<file path="src/rtl/pstate_mailbox.sv">
module pstate_mailbox #(
  parameter int NUM_STATES = 5,
  parameter int FREQ_W = 16,
  parameter logic [NUM_STATES*FREQ_W-1:0] FREQ_MHZ =
    {16'd375, 16'd500, 16'd750, 16'd1000, 16'd1500}
) (
  input  logic        clk,
  input  logic        rst_n,
  input  logic [7:0]  bus_addr,
  input  logic        bus_we,
  input  logic [31:0] bus_wdata,
  output logic [31:0] bus_rdata,
  input  logic        doorbell,
  output logic        host_irq
);
  localparam int SW = (NUM_STATES > 1) ? $clog2(NUM_STATES) : 1;
  localparam int MAX_STATE = NUM_STATES - 1;
  localparam logic [31:0] MAGIC = 32'hA11600D1;

  localparam logic [7:0] C_DISABLE   = 8'h10;
  localparam logic [7:0] C_ENABLE    = 8'h11;
  localparam logic [7:0] C_SLEEP_IN  = 8'h12;
  localparam logic [7:0] C_SLEEP_OUT = 8'h13;
  localparam logic [7:0] C_GET_MAP   = 8'h30;
  localparam logic [7:0] C_SET_MAP   = 8'h31;
  localparam logic [7:0] C_GET_STATE = 8'h40;
  localparam logic [7:0] C_SET_STATE = 8'h41;

  localparam logic [7:0] S_OK      = 8'hF0;
  localparam logic [7:0] S_UNKNOWN = 8'hF1;
  localparam logic [7:0] S_BADMODE = 8'hF2;
  localparam logic [7:0] S_NOMAP   = 8'hF3;
  localparam logic [7:0] S_MAPSET  = 8'hF4;
  localparam logic [7:0] S_FAIL    = 8'hFF;

  typedef enum logic [1:0] {E_IDLE, E_EXEC, E_CLEAR, E_NOTIFY} eng_t;

  eng_t          st;
  logic [7:0]    cmd_q, status_q, op_q;
  logic [31:0]   par [4];
  logic          map_ok;
  logic [1:0]    map_mode;
  logic [31:0]   map_div1, map_div2;
  logic [SW-1:0] map_state, cur_state;
  logic [FREQ_W-1:0] freq_now;

  assign freq_now = FREQ_MHZ[cur_state*FREQ_W +: FREQ_W];

  always_comb begin
    bus_rdata = '0;
    case (bus_addr)
      8'h00: bus_rdata = {24'b0, cmd_q};
      8'h04: bus_rdata = {24'b0, status_q};
      8'h18: bus_rdata = par[0];
      8'h1C: bus_rdata = par[1];
      8'h20: bus_rdata = par[2];
      8'h24: bus_rdata = par[3];
      8'h2C: bus_rdata = {{(32-SW){1'b0}}, cur_state};
      8'h34: bus_rdata = MAGIC;
      8'h50: bus_rdata = {{(32-FREQ_W){1'b0}}, freq_now};
      default: bus_rdata = '0;
    endcase
  end

  always_ff @(posedge clk) begin
    if (!rst_n) begin
      st        <= E_IDLE;
      cmd_q     <= '0;
      status_q  <= '0;
      op_q      <= '0;
      for (int i = 0; i < 4; i++) par[i] <= '0;
      map_ok    <= 1'b0;
      map_mode  <= '0;
      map_div1  <= '0;
      map_div2  <= '0;
      map_state <= '0;
      cur_state <= '0;
      host_irq  <= 1'b0;
    end else begin
      host_irq <= (st == E_NOTIFY);
      if (bus_we) begin
        case (bus_addr)
          8'h00: cmd_q    <= bus_wdata[7:0];
          8'h04: status_q <= bus_wdata[7:0];
          8'h18: par[0]   <= bus_wdata;
          8'h1C: par[1]   <= bus_wdata;
          8'h20: par[2]   <= bus_wdata;
          8'h24: par[3]   <= bus_wdata;
          default: ;
        endcase
      end
      case (st)
        E_IDLE: if (doorbell && cmd_q != 8'h00) begin
          op_q <= cmd_q;
          st   <= E_EXEC;
        end
        E_EXEC: begin
          st <= E_CLEAR;
          case (op_q)
            C_GET_MAP: begin
              par[0]   <= {30'b0, map_mode};
              par[1]   <= map_div1;
              par[2]   <= map_div2;
              par[3]   <= {{(32-SW){1'b0}}, map_state};
              status_q <= S_OK;
            end
            C_SET_MAP: begin
              if (map_ok)                           status_q <= S_MAPSET;
              else if (par[0] > 32'd3)              status_q <= S_BADMODE;
              else if (par[3] > 32'(MAX_STATE))     status_q <= S_FAIL;
              else begin
                map_ok    <= 1'b1;
                map_mode  <= par[0][1:0];
                map_div1  <= par[1];
                map_div2  <= par[2];
                map_state <= par[3][SW-1:0];
                cur_state <= par[3][SW-1:0];
                status_q  <= S_OK;
              end
            end
            C_GET_STATE: begin
              par[0]   <= {{(32-SW){1'b0}}, cur_state};
              status_q <= S_OK;
            end
            C_SET_STATE: begin
              if (!map_ok)                          status_q <= S_NOMAP;
              else if (par[0] > 32'(MAX_STATE))     status_q <= S_FAIL;
              else begin
                cur_state <= par[0][SW-1:0];
                status_q  <= S_OK;
              end
            end
            C_DISABLE, C_ENABLE, C_SLEEP_IN, C_SLEEP_OUT: status_q <= S_OK;
            default: status_q <= S_UNKNOWN;
          endcase
        end
        E_CLEAR: begin
          cmd_q <= 8'h00;
          st    <= E_NOTIFY;
        end
        default: st <= E_IDLE;
      endcase
    end
  end
endmodule

</file>
<file path="config.mk">
export PLATFORM = sky130hd
export DESIGN_NAME = pstate_mailbox
export DESIGN_NICKNAME = d
export VERILOG_FILES = /design/src/rtl/pstate_mailbox.sv
export SDC_FILE = /design/constraint.sdc
export NUM_CORES = 1
export LEC_CHECK = 0
export BUFFER_PORTS_ARGS = -buffer_cell sky130_fd_sc_hd__buf_2
export CORE_MARGIN = 5
export CORE_UTILIZATION = 59
export CTS_BUF_LIST = sky130_fd_sc_hd__clkbuf_4 sky130_fd_sc_hd__clkbuf_8
export DETAILED_ROUTE_END_ITERATION = 7
export PLACE_DENSITY = 0.84
export SLEW_MARGIN = 20
export SYNTH_ARGS = -nofsm -noshare
export SYNTH_HDL_FRONTEND = slang
export SYNTH_SLANG_ARGS = --single-unit
</file>
<file path="constraint.sdc">
create_clock -name clk -period 3.65 [get_ports clk]
set_clock_uncertainty 0.1 [all_clocks]
set_input_delay 0.1825 -clock clk [delete_from_list [all_inputs] [get_ports clk]]
set_output_delay 0.1825 -clock clk [all_outputs]
set_load 0.005 [all_outputs]
</file>
==> run summary, run 1 <==
In the post-synthesis netlist, the biggest area contributors are dfxtp_1 (32%), edfxtp_1 (21%), nand2_1 (9.9%), a21oi_1 (7.6%), a22o_1 (5.4%). After synthesis, the largest family of logic cells by area is compound AO/OA/AOI/OAI gates. After floorplanning, the core was sized to cover between 0.015 and 0.02 mm^2.

The longest individual stage delay on the worst path came out at about 0.67 ns. The number of pins with negative max-slew slack in the final report was 0. In this run the deepest clock path goes through 3 buffers.

The switching power summed over all nets is 0.001289 W. The tree is rooted in a clkbuf_8. The startpoint type of the worst setup path is a register.

The netlist area before placement is 0.009968 mm^2. The number of failing hold endpoints at the final stage is 0. During placement, the flow inserted port buffers numbering between 70 and 80. The peak supply drop is 0.4045 mV. The sequential cell area fraction in the yosys report is 0.5282.

The area fraction of the dominant cell type after synthesis is 0.3173. The die covers a little under 0.02 mm^2. The share of power burned in combinational logic is 0.060. The headroom to the max-slew limit came out at 0.3012.

The simple-gate share of the synthesized area is 0.1912. The final routed wire length divided by cell count came out at between 20 and 25 um. The most common flop cell mapped by yosys is dfxtp_1. The clock tree synthesis step divided the H-tree into 2 levels.

The number of nets in the synthesized netlist came out at around 1.2k. The nature of the critical path endpoint is a register. The die outline width is roughly 140 um. The proportion of total power due to net switching is 0.2393. The first detailed-routing pass took 5 iterations.

The fraction of the mapped netlist area in compound gates came to 0.2202. The utilization after layout came out at 0.7086. The static leakage came out at around 4.5 nW. The fraction of registers with async set/reset is 0.

The xor/xnor share of the synthesized area is 0. The library cell used most frequently in the layout, excluding fill and tap cells, is nand2_1. The number of enable flip-flop cells after synthesis is 70. The die is 140.0 um tall. At the worst endpoint, the required time is just under 4 ns. For this run, the top clock speed supported by timing is about 0.34 GHz.

The run finished with clean final reports. Dividing the detail-routed via count by the number of cells gives approximately 6.4. The number of gates resized after CTS was 0. The proportion of layout cells with a drive suffix above 1 is 0.1554.

The global placement routability congestion is a little under 1. The number of failing setup endpoints in the final timing report came out at 0. In the layout the commonest cells are nand2_1 (263), dfxtp_1 (158), a21oi_1 (150). STA puts the critical path data arrival time at approximately 3.2 ns.

The pin count of the biggest net entering global routing came out at 88. The wire length of the first global-routing pass came out at about 47 mm. The mean post-synth cell area is around 9.0 um^2. The initial antenna violation count came to 0. The detailed placement HPWL came out at approximately 19 mm.

The flop and latch count out of synthesis is 228. Walking the worst path, the cells encountered are nor4_1 > nand4_1 > or3_4 > or3_2 > buf_12 > nand2_1 > a21oi_1. The post-CTS setup-driven buffer insertion count is 0. The net count of the finished layout came out at 1251.

The global-route usage over all layers is 0.2965. The number of buffers added to fix hold violations after cts is 38. Summed over all failing endpoints, the final setup total negative slack is 0 ns. By startpoint and endpoint, the worst setup path is classified as register to register. The actual slew at the worst max-slew pin came out at 1.048 ns. Of the available clock period, the critical path in the final layout requires 0.8115.

For this run the aggregate overflow at the end of global routing stands at 0. The power per cell area is between 400 and 500 mW/mm^2. The total cell area at the placement stage is about 0.011 mm^2. The I/O pin count is 77. The final non-filler cell area came out at 0.01175 mm^2. The time the final worst path needs with I/O delays and setup came out at just under 3 ns.

The final wirelength is 29.99 mm. The path category of the worst min-delay check is input port to register. The clock network fraction of total power is 0.434. After clock tree synthesis, the clock-pin slew on the worst setup and hold paths is 0.06 ns.

The slowest stage of the critical path belongs to the cell or3_2. The latest clock arrival within the worst-skew pair came out at 0.55 ns. The max-cap check violation count is 0.

The starting density of the core is 0.6011. The synthesized-area fraction occupied by adder cells came out at 0.01004. The Yosys step of the flow raised 0 warnings. Across all layers, the routed design uses 9244 vias. Measured against the total synthesized area, the mux share comes to 0.01205. The via count of the first global-routing pass came out at roughly 9k.

0 antenna diodes ended up in the layout. The number of buffers inserted during clock tree synthesis is 38. The sink count of the clock tree is 228. Synthesis handed over a netlist of around 1.1k instances.

The number of placement rows came out at 47. The cell-internal power came out at between 0.004 and 0.005 W. The detailed router's first-iteration violation count came out at roughly 1.3k.

The post-synthesis to final-layout area growth is 17.89%. In the routed design, unresolved DRC markers number 0. The number of antenna-violating nets in the routed design is 0. The share of power burned in registers is 0.506. The count of distinct cell types in the synthesized netlist is 56. TritonCTS built the clock tree. The cell type contributing the most total cell area after synthesis is dfxtp_1. Setup repair after global routing left no endpoint under its margin. In this run the worst path has a maximum fanout of between 50 and 60.
==> final timing paths <==
check         startpoint           end  slack [ns]  cells past startpoint
min          bus_addr[7]      cmd_q[3]        0.30                      6
min reg2reg  map_div2[0]   map_div2[0]        0.35                      2
max            par[0][4]  map_div1[28]        0.69                      7
max reg2reg    par[0][4]  map_div1[28]        0.69                      7
==> layout make-up <==
| type | instances | area (um^2) |
|---|---|---|
| clock inverter | 8 | 51.30 |
| clock buffer | 62 | 747.0 |
| sequential | 228 | 5265 |
| tap | 220 | 275.3 |
| timing repair buffer | 139 | 998.5 |
| inverter | 10 | 37.54 |
| multi-input combinational | 782 | 4377 |
| fill | 1258 | 4832 |
==> power by group through the flow <==
stage	clock network, W	logic (W)	registers, W
global route	0.00249	0.000351	0.00273
CTS	0.00235	0.000316	0.00272
finish	0.00234	0.000324	0.00272
detailed placement	0	0.000286	0.00278
global placement	0	0.000277	0.00277
floorplan	0	0.000166	0.00276
==> cells in the mapped netlist, drive strengths merged, types with 2 or more instances <==
cell type	count
a211oi	3
a21o	3
a21oi	151
a221o	2
a221oi	3
a222oi	12
a22o	62
a22oi	66
a311oi	2
and2	6
and3	2
buf	18
clkbuf	65
dfxtp	158
edfxtp	70
ha	8
inv	9
mux2i	12
nand2	263
nand2b	4
nand3	40
nand4	6
nor2	55
nor2b	2
nor3	14
nor3b	2
nor4	20
nor4b	3
o21ai	16
o221ai	2
o31ai	2
or2	2
or3	5
or3b	2
or4	2
==> cell families (layout without fill, tap and decap cells) <==
logic type / after synthesis / count (layout)
AND/OR/NAND/NOR: 431 / 431
AO/OA/AOI/OAI: 331 / 331
flip-flops: 228 / 228
buffers and inverters: 93 / 219
multiplexers: 12 / 12
adder cells (fa/ha/maj): 8 / 8
==> worst max-delay path: cells and delay by family, from the launching register on <==
family	cells	cell delay, ns
compound gates	1	0.07
buf+inv	1	0.28
flops	1	0.33
simple gates	5	1.99
==> sequential cells by signal, indices dropped and copies added (netlist names) <==
register and count:
cmd_q 8, cur_state 3, host_irq 1, map_div1 32, map_div2 32, map_mode 2, map_ok 1, map_state 3
op_q 8, par 128, st 2, status_q 8
==> layer usage <==
metal  vias up  routed length [um]  GRT usage
met1      4411               11880     0.3955
met3        80                3177    0.06953
li1       4207                   -          -
met4         0                 924     0.1071
met5         -                   0          0
met2       546               14010     0.4758
==> per-stage QoR <==
step / setup slack (ns) / std cells / hold slack, ns / power, W
after CTS: 0.7343 / 1449 / 0.2663 / 0.005392
final: 0.6878 / 1449 / 0.3040 / 0.005386
after detailed placement: 0.7676 / 1341 / 0.3464 / 0.003061
after global placement: 0.7935 / 1341 / 0.3407 / 0.003051
after global routing: 0.5181 / 1449 / 0.3496 / 0.005564
after floorplan: 0.9251 / 1103 / 0.2152 / 0.002926
No activity file was read; power rests on OpenSTA's default activity.
==> run 2: changes to the inputs <==
- clock period: 3.65 -> 3 ns (I/O delays scaled with it)
==> run 2 against run 1 <==
  * Critical path type unchanged
  * The flow now finishes with violations (DRC)
  * Final cell count is 0.76% higher
  * Non-clock buffer count is 14 higher
  * Sequential power is 22% higher
  * Critical endpoint is now map_div2[15]
  * First-iteration DRC count is 1.5% lower
  * Fmax is 7.6% higher
  * Critical path depth stayed put
==> run summary, run 2 (synthesized netlist as in run 1, its figures left out) <==
The area of the core came out at 0.01658 mm^2 (unchanged). The routed length on met1 came out at 11.64 mm (-2.0%). The worst register-to-register path begins at par[0][4]. The number of vias per cell came out at 6.445 (+1.0%). The latest clock arrival within the worst-skew pair is 0.55 ns (about the same). The net count of the finished layout came to 1265 (+1.1%). The static leakage came out at 4.520 nW (+0.63%).

The length in cells of the worst reg-to-reg path is 7 (unchanged). The height of the chip came to 140.0 um (unchanged). The first-pass iteration count of the detailed router is 8 (+3).

The headroom to the max-slew limit came out at 0.3315 (+0.03029). Traced cell by cell, the critical path runs through nor4_1 > nand4_1 > or3_4 > or3_2 > buf_4 > nand2_1 > a21oi_1. The number of buffers inserted during clock tree synthesis is 38 (unchanged). In the layout the commonest cells are nand2_1 (263), dfxtp_1 (158), a21oi_1 (150). The largest registers in the layout are par: 128 flops, map_div1: 32 flops, map_div2: 32 flops. The initial antenna violation count was 0 (unchanged).

The peak supply drop is 0.3797 mV (-6.1%). The number of failing hold endpoints at the final stage came to 0 (unchanged). The detailed placement HPWL came out at 18.87 mm (+1.9%). The library cell used most frequently in the layout, excluding fill and tap cells, is nand2_1.

The post-CTS setup-driven buffer insertion count came out at 0 (unchanged). The worst path required time came to 3.26 ns (-0.66 ns). Tracing the worst setup path back leads to its startpoint at par[0][4]. The total DRC errors in the routed layout came out at 2 (+2). The slack of the worst reg-to-reg path came out at 0.25 ns (-0.44 ns). The global-route usage over all layers is 0.2939 (-0.002683). The total die area is 0.01959 mm^2 (unchanged). The data arrival time of the critical path is 3.02 ns (-0.22 ns). The number of placed instances with taps included is 1351 (+0.75%). The critical path in this run is classified as register to register.

The actual slew at the worst max-slew pin came out at 1.003 ns (-0.04543 ns). In this run the critical register-to-register path is captured at map_div2[15]. The sink count of the clock tree came to 228 (unchanged). The number of buffers and inverters on the critical path is 1 (unchanged). The met2 wire length came to 13.92 mm (-0.66%). The cell sitting at the root of the clock tree is a clkbuf_8. Ranked by flip-flop count, first place goes to par.

The largest individual stage delay along the critical path comes from the cell or3_2. The via count of the first global-routing pass came out at 8946 (+0.72%). TritonCTS built the clock tree.

The clock slew seen by the registers of the worst setup and hold paths came out at 0.06 ns (about the same). The overall power is 0.006496 W (+21%). The checks that failed: DRC.

STA classifies the critical path startpoint as a register. The longest individual stage delay on the worst path is 0.51 ns (-0.16 ns). The number of H-tree levels is 2 (unchanged). The number of cells in the finished layout apart from fillers is 1460 (+0.76%). The flip-flop count of the largest register, all copies and words added came out at 128 (unchanged). The final non-filler cell area is 0.01181 mm^2 (+0.49%). The tightest min-delay check is of the input port to register type. The highest routed metal layer is met4. On the critical path the largest part of the delay comes from simple AND/OR/NAND/NOR gates. The final routed wire length divided by cell count came out at 20.60 um (-0.44%). The time the final worst path needs with I/O delays and setup is 2.754 ns (-0.2081 ns). The setup TNS after final layout is 0 ns (unchanged). The count of buffers from port buffering came out at 76 (unchanged). The post-route fraction of the period consumed by the critical path is 0.9180 (+0.1065). The largest fanout on the critical path is 33 (-40%).

The number of placement rows came out at 47 (unchanged). The I/O pin count is 77 (unchanged). The detailed router's first-iteration violation count came out at 1301 (-1.5%). The final wirelength is 30.08 mm (+0.31%). The number of buffers added to fix hold violations after cts came out at 42 (+11%). The power per cell area came out at 550.1 mW/mm^2 (+20%). The starting density of the core came out at 0.6011 (unchanged).

The run finished, with violations left. Setup repair after global routing left no endpoint under its margin. The number of antenna-violating nets in the routed design is 0 (unchanged).

The number of diodes was 0 (unchanged). The number of failing setup endpoints in the final timing report is 0 (unchanged). The area growth from synthesis to layout is 18.46%. The total cell area at the placement stage came to 0.01062 mm^2 (+0.47%). The number of pins with negative max-slew slack in the final report is 0 (unchanged).

The buffer levels on the longest clock path came to 3 (unchanged). The number of cells upsized or downsized after cts came to 0 (unchanged). The end point of the critical path is map_div2[15]. The proportion of layout cells with a drive suffix above 1 came out at 0.1597 (+0.004267). The max-cap check violation count came out at 0 (unchanged). The cell count along the critical path was 7 (unchanged). The via count came out at 9409 (+1.8%).

STA classifies the critical path endpoint as a register. The pin count of the biggest net entering global routing came to 88 (unchanged). The global placement routability congestion is 0.9839 (+2.3%).

The upper clock frequency limit is 0.3631 GHz (+7.6%). The wire length on met3 came out at 3.539 mm (+11%). The die outline width is 140.0 um (unchanged). The wire length of the first global-routing pass came to 47.00 mm (-0.57%). The total global routing overflow came to 0 (unchanged).
run 2: worst min-delay path by stage:
stage,start,endpoint,slack [ns],depth (start not counted)
4_1_cts,bus_we,par[0][0],0.23,3
3_3_place_gp,bus_wdata[16],par[0][16],0.33,2
2_1_floorplan,bus_wdata[10],par[0][10],0.18,1
6_report,bus_we,par[0][0],0.26,3
5_1_grt,bus_we,par[0][1],0.27,3
3_5_place_dp,bus_wdata[16],par[0][16],0.33,2
run 2: area by class of cell:
cell class,count,area [um^2]
clock inverter,6,38.79
tap,220,275.3
multi-input combinational,782,4377
timing repair buffer,153,1089
inverter,10,37.54
clock buffer,61,726.9
fill,1273,4775
sequential,228,5265
run 2: metal layers:
layer,vias to the layer above,GRT usage
li1,4232,-
met1,4469,0.3816
met2,611,0.4664
met3,97,0.08282
met4,0,0.1188
met5,-,0
run 2: power by group:
group          leakage, nW  internal (W)  total [W]  switching (W)
clock                0.409       0.00154    0.00278        0.00124
sequential            1.96       0.00326    0.00332      0.0000634
combinational         2.15      0.000140   0.000392       0.000252
run 2: tightest hold or removal path: cells and delay by family:
family,cells,cell delay [ns]
buf+inv,2,0.47
compound gates,1,0.14
run 2: through the flow:
stage               setup slack, ns  hold WS, ns    util
finish                       0.2459       0.2576  0.7121
floorplan                    0.2751       0.1827       -
global placement             0.4383       0.3304  0.6406
CTS                          0.3339       0.2285  0.7121
global route                 0.1643       0.2675  0.7121
detailed placement           0.3435       0.3332  0.6406
